File: config.mk
export PLATFORM = sky130hd
export DESIGN_NAME = power_gated_sampler
export DESIGN_NICKNAME = d
export VERILOG_FILES = /design/src/rtl/sampler_pkg.sv /design/src/rtl/period_timer.sv /design/src/rtl/settle_sequencer.sv /design/src/rtl/sample_capture.sv /design/src/rtl/power_gated_sampler.sv
export SDC_FILE = /design/constraint.sdc
export NUM_CORES = 1
export LEC_CHECK = 0
export ABC_CLOCK_PERIOD_IN_PS = 2400
export BUFFER_PORTS_ARGS = -buffer_cell sky130_fd_sc_hd__buf_2
export CORE_ASPECT_RATIO = 1.5
export CORE_MARGIN = 2
export CORE_UTILIZATION = 50
export CTS_BUF_LIST = sky130_fd_sc_hd__clkbuf_4 sky130_fd_sc_hd__clkbuf_8
export DETAILED_ROUTE_END_ITERATION = 16
export PLACE_DENSITY = 0.68
export SYNTH_ARGS = -nofsm -noshare
export SYNTH_HDL_FRONTEND = slang
export SYNTH_SLANG_ARGS = --single-unit
File: constraint.sdc
create_clock -name clk -period 2.4 [get_ports clk]
set_input_delay 0.48 -clock clk [delete_from_list [all_inputs] [get_ports clk]]
set_output_delay 0.48 -clock clk [all_outputs]
set_load 0.05 [all_outputs]
File: src/rtl/sampler_pkg.sv
package sampler_pkg;

    typedef enum logic {
        SEQ_IDLE,
        SEQ_SETTLE
    } seq_state_e;

    function automatic int unsigned cycles_for_us(input longint unsigned clk_hz,
                                                  input longint unsigned usec);
        longint unsigned prod;
        prod = clk_hz * usec;
        return int'(prod / 64'd1_000_000);
    endfunction

endpackage

File: src/rtl/period_timer.sv
module period_timer #(
    parameter int unsigned PERIOD_CYC = 16
) (
    input  logic clk,
    input  logic rst,
    output logic tick
);
    localparam int unsigned CW = (PERIOD_CYC > 2) ? $clog2(PERIOD_CYC) : 1;
    localparam logic [CW-1:0] LAST = CW'(PERIOD_CYC - 1);

    logic [CW-1:0] cnt;

    always_ff @(posedge clk) begin
        if (rst)
            cnt <= '0;
        else if (cnt == LAST)
            cnt <= '0;
        else
            cnt <= cnt + 1'b1;
    end

    assign tick = (cnt == LAST);

    AST_TICK_SINGLE: assert property (@(posedge clk) disable iff (rst)
        tick |=> !tick);
endmodule

File: src/rtl/settle_sequencer.sv
module settle_sequencer
    import sampler_pkg::*;
#(
    parameter int unsigned SETTLE_CYC = 4
) (
    input  logic clk,
    input  logic rst,
    input  logic tick,
    output logic en_n,
    output logic capture
);
    localparam int unsigned SW = $clog2(SETTLE_CYC + 1);
    localparam logic [SW-1:0] LAST = SW'(SETTLE_CYC - 1);

    seq_state_e    state;
    logic [SW-1:0] scnt;

    assign capture = (state == SEQ_SETTLE) && (scnt == LAST);

    always_ff @(posedge clk) begin
        if (rst) begin
            state <= SEQ_IDLE;
            scnt  <= '0;
            en_n  <= 1'b1;
        end else begin
            unique case (state)
                SEQ_IDLE: begin
                    if (tick) begin
                        state <= SEQ_SETTLE;
                        scnt  <= '0;
                        en_n  <= 1'b0;
                    end
                end
                SEQ_SETTLE: begin
                    if (capture) begin
                        state <= SEQ_IDLE;
                        en_n  <= 1'b1;
                    end else begin
                        scnt <= scnt + 1'b1;
                    end
                end
                default: state <= SEQ_IDLE;
            endcase
        end
    end

    AST_START_ON_TICK: assert property (@(posedge clk) disable iff (rst)
        $fell(en_n) |-> $past(tick));
    AST_SETTLE_BOUND: assert property (@(posedge clk) disable iff (rst)
        (state == SEQ_SETTLE) |-> (scnt <= LAST));
    AST_ENABLE_MATCHES_STATE: assert property (@(posedge clk) disable iff (rst)
        (state == SEQ_SETTLE) |-> !en_n);
endmodule

File: src/rtl/sample_capture.sv
module sample_capture #(
    parameter int unsigned N_LINES = 6
) (
    input  logic               clk,
    input  logic               rst,
    input  logic               capture,
    input  logic [N_LINES-1:0] lines,
    output logic [N_LINES-1:0] sample,
    output logic               vld,
    output logic               chg
);
    typedef struct packed {
        logic [N_LINES-1:0] value;
        logic               vld;
        logic               chg;
    } cap_t;

    cap_t cur;

    always_ff @(posedge clk) begin
        if (rst) begin
            cur <= '0;
        end else if (capture) begin
            cur.value <= lines;
            cur.vld   <= 1'b1;
            cur.chg   <= (lines != cur.value);
        end else begin
            cur.vld   <= 1'b0;
        end
    end

    assign sample = cur.value;
    assign vld    = cur.vld;
    assign chg    = cur.chg;

    AST_SAMPLE_HOLD: assert property (@(posedge clk) disable iff (rst)
        !vld |-> $stable(sample));
    AST_CHG_HOLD: assert property (@(posedge clk) disable iff (rst)
        !vld |-> $stable(chg));
    AST_VLD_PULSE: assert property (@(posedge clk) disable iff (rst)
        vld |=> !vld);
endmodule

File: src/rtl/power_gated_sampler.sv
module power_gated_sampler
    import sampler_pkg::*;
#(
    parameter int unsigned N_LINES    = 6,
    parameter int unsigned CLK_HZ     = 125_000_000,
    parameter int unsigned PERIOD_CYC = cycles_for_us(CLK_HZ, 128_000),
    parameter int unsigned SETTLE_CYC = cycles_for_us(CLK_HZ, 56)
) (
    input  logic               clk,
    input  logic               rst,
    input  logic [N_LINES-1:0] lines,
    output logic               pwr_en_n,
    output logic [N_LINES-1:0] sample,
    output logic               sample_vld,
    output logic               sample_chg
);
    logic tick;
    logic capture;

    period_timer #(.PERIOD_CYC(PERIOD_CYC)) i_timer (
        .clk  (clk),
        .rst  (rst),
        .tick (tick)
    );

    settle_sequencer #(.SETTLE_CYC(SETTLE_CYC)) i_seq (
        .clk     (clk),
        .rst     (rst),
        .tick    (tick),
        .en_n    (pwr_en_n),
        .capture (capture)
    );

    sample_capture #(.N_LINES(N_LINES)) i_cap (
        .clk     (clk),
        .rst     (rst),
        .capture (capture),
        .lines   (lines),
        .sample  (sample),
        .vld     (sample_vld),
        .chg     (sample_chg)
    );

    AST_VLD_ENABLE_OFF: assert property (@(posedge clk) disable iff (rst)
        sample_vld |-> pwr_en_n);
    AST_RELEASE_WITH_VLD: assert property (@(posedge clk) disable iff (rst)
        $rose(pwr_en_n) |-> sample_vld);
endmodule

==> impl_metrics.ini <==
[timing]
tns_ps = 0
slew_violations = 0
fin_crit_ps = 2180
relSlewSlack_pct = 62.4
worst_slack_ps = 224
final.period_utilization_pct = 90.7
skew_ps = 9.04
tightest_slew_ps = 561
max_freq_mhz = 460
rsz0062_at_grt = false
finalSetupViolCount = 0
hold_viol = 0

[worst_setup_path]
rr_worst_depth = 5
worstPathCellList = or4b_4 > o41ai_4 > nor2_1 > a21oi_2 > o21ai_2
path_max_fanout = 9
critical-path-slowest-cell = or4b_4
r2r-end = i_seq.scnt[12]
path_depth = 5
critPathRequiredTime_ps = 2600
rr_startpoint = i_seq.scnt[3]
critical-path-top-delay-family = simple AND/OR/NAND/NOR gates
crit_path_end_kind = flop
crit_path_max_incr_delay_ps = 600
r2r_slack_ps = 220
cp.arrival_ps = 2380
cp_num_buf_inv = 0
crit_type = reg2reg
worst_setup_path_start_kind = flop

[logic_synthesis]
ys_seq_area_share_pct = 44.7
synth_top_area_cell = dfxtp_1
synth_edf_count = 0
avgSynthCellArea_um2 = 8.67
yosysMostFrequentCell = dfxtp_1
synth_top_area_share_pct = 44.7
ys_warn_count = 0
syn-num-nets = 253
synthCells = 243
synth_cell_types = 33
synth-main-ff-cell = dfxtp_1
async_reset_ff_share_pct = 0
syn_area_um2 = 2110
synth_seq_cells = 47
synth_commonest_cells = dfxtp_1, nor2_1, nand3_1, xor2_1, nand2_1
synthTopCellsByArea = dfxtp_1, xor2_1, nand3_1

[floorplanning]
start_util_pct = 52.7
die-area_um2 = 4760
io_pins = 17
die_h_um = 83.5
die_x_um = 57.0
core_um2 = 3990
rows = 28

[routing]
drcViolationCount = 0
via_per_inst = 5.47
finalWirelength_mm = 3.94
dr_total_vias = 1706
first_iter_violations = 35
wl_per_cell_um = 12.6
ant_nets = 0
first_pass_iters = 4

[clock_tree]
cts_setup_buffers = 0
clk_pin_slew_worst_paths_ps = 90
tritoncts = built
clock-sinks = 47
worstSkewPairLatency_ps = 300
numCtsBuffers = 5
post_cts_resized = 0
htree_levels = 2
cts_buffer_depth = 2
cts_hold_buf = 0
cts_root_buffer = clkbuf_8

[layout]
utilization_pct = 59.6
regArea_um2 = 941
fill_cells = 376
n_antenna_cell = 0
area_growth_pct = 13.0
multi_input_area_um2 = 1130
layout-drive-gt1-share_pct = 14.2
layout.nets = 276

[power_and_ir_drop]
power.switching_fraction_pct = 20.2
pwr-share-comb_pct = 2.7
peakVddDrop_uv = 500
p_clk_share_pct = 42.0
p_leak_uw = 0.000885
switchingPower_uw = 287
powerDensity_nw_per_um2 = 597
intPower_uw = 1130
seq_power_share_pct = 55.3

[placement]
port-buffer-count = 16
dp_slack_ps = 250
hpwl_mm = 2.81
gp_congestion = 0.788

[grt]
antenna_found_initial = 0
grt_pass1_wl_mm = 7.13
first_global_vias = 1635
grtUsageTotal_pct = 18.4
overflow = 0
grt_max_degree = 23

[min_path]
hold_depth = 1
worstHoldEndpoint = i_timer.cnt[0]
worstHoldPathType = reg2reg
min-delay-start = i_timer.cnt[0]

[run_status]
status = finished clean

[flow_run]
cap_violations = 0
[logic make-up after synthesis]
family,count (synthesis),share of synthesized area (%)
compound gates,26,9.03
xor+xnor,32,13.3
fa+ha+maj,2,1.19
buf+inv,10,1.78
flops,47,44.7
simple gates,126,30.0
[placed cells by master, fill, tap and decap left out, types with 3 or more instances in the layout]
cell type,instances
nand2_1,21
xor2_1,22
nor3_1,15
clkbuf_8,6
dfxtp_1,47
buf_2,16
and3_1,4
nand3_1,27
or3_1,3
nand4_1,9
o21ai_1,5
xnor2_1,10
inv_1,5
o21ai_0,5
a21oi_1,8
nor2_1,34
buf_4,5
[registers in the layout (all words and copies together) (netlist names)]
signal / flops
i_timer.cnt: 24
i_cap.sample: 6
i_seq.en_n: 1
i_seq.state: 1
i_cap.chg: 1
i_seq.scnt: 13
i_cap.vld: 1
[how the worst max path moves through the flow]
| stage | start | slack (ps) | endpoint |
|---|---|---|---|
| final | i_seq.scnt[3] | 220 | i_seq.scnt[12] |
| after global routing | i_seq.scnt[0] | 60 | i_seq.scnt[12] |
| after CTS | i_seq.scnt[3] | 210 | i_seq.scnt[12] |
| after detailed placement | i_seq.scnt[3] | 250 | i_seq.scnt[12] |
| after global placement | i_seq.scnt[3] | 290 | i_seq.scnt[12] |
| after floorplan | i_seq.scnt[3] | 440 | i_seq.scnt[12] |
[power groups by stage]
stage	clock network (µW)	registers (µW)	logic, µW
after detailed placement	0	805	37.9
final	597	786	37.7
after floorplan	0	804	24.5
after CTS	613	786	38.2
after global routing	641	787	42.4
after global placement	0	805	37.5
[through the flow]
| stage | instances | hold WS (ps) | instance area (µm²) | power (µW) |
|---|---|---|---|---|
| after floorplan | 243 | 418 | 2110 | 829 |
| after global placement | 304 | 430 | 2260 | 842 |
| after detailed placement | 304 | 440 | 2260 | 843 |
| after CTS | 312 | 445 | 2380 | 1440 |
| after global routing | 312 | 466 | 2380 | 1470 |
| final | 312 | 450 | 2380 | 1420 |
[final cells by class]
| cell class | count | share of cell area [%] |
|---|---|---|
| clock inverter | 2 | 1.47 |
| timing repair buffer | 21 | 4.94 |
| sequential | 47 | 39.6 |
| multi-input combinational | 186 | 47.4 |
| clock buffer | 6 | 3.47 |
| inverter | 5 | 0.789 |
| tap | 45 | 2.37 |
[layer usage]
| metal | share of wire, % | up-vias | track usage (%) |
|---|---|---|---|
| met2 | 50 | 40 | 30.0 |
| met1 | 44 | 767 | 22.2 |
| li1 | - | 889 | - |
| met5 | 0 | - | 0 |
| met3 | 3.6 | 10 | 4.34 |
| met4 | 2.9 | 0 | 9.30 |
[worst register-to-register path, cell delays in order, from the launching register on]
cell	delay (ps)
dfxtp_1	380
or4b_4	600
o41ai_4	600
nor2_1	260
a21oi_2	190
o21ai_2	50
No activity file was read; power rests on OpenSTA's default activity.
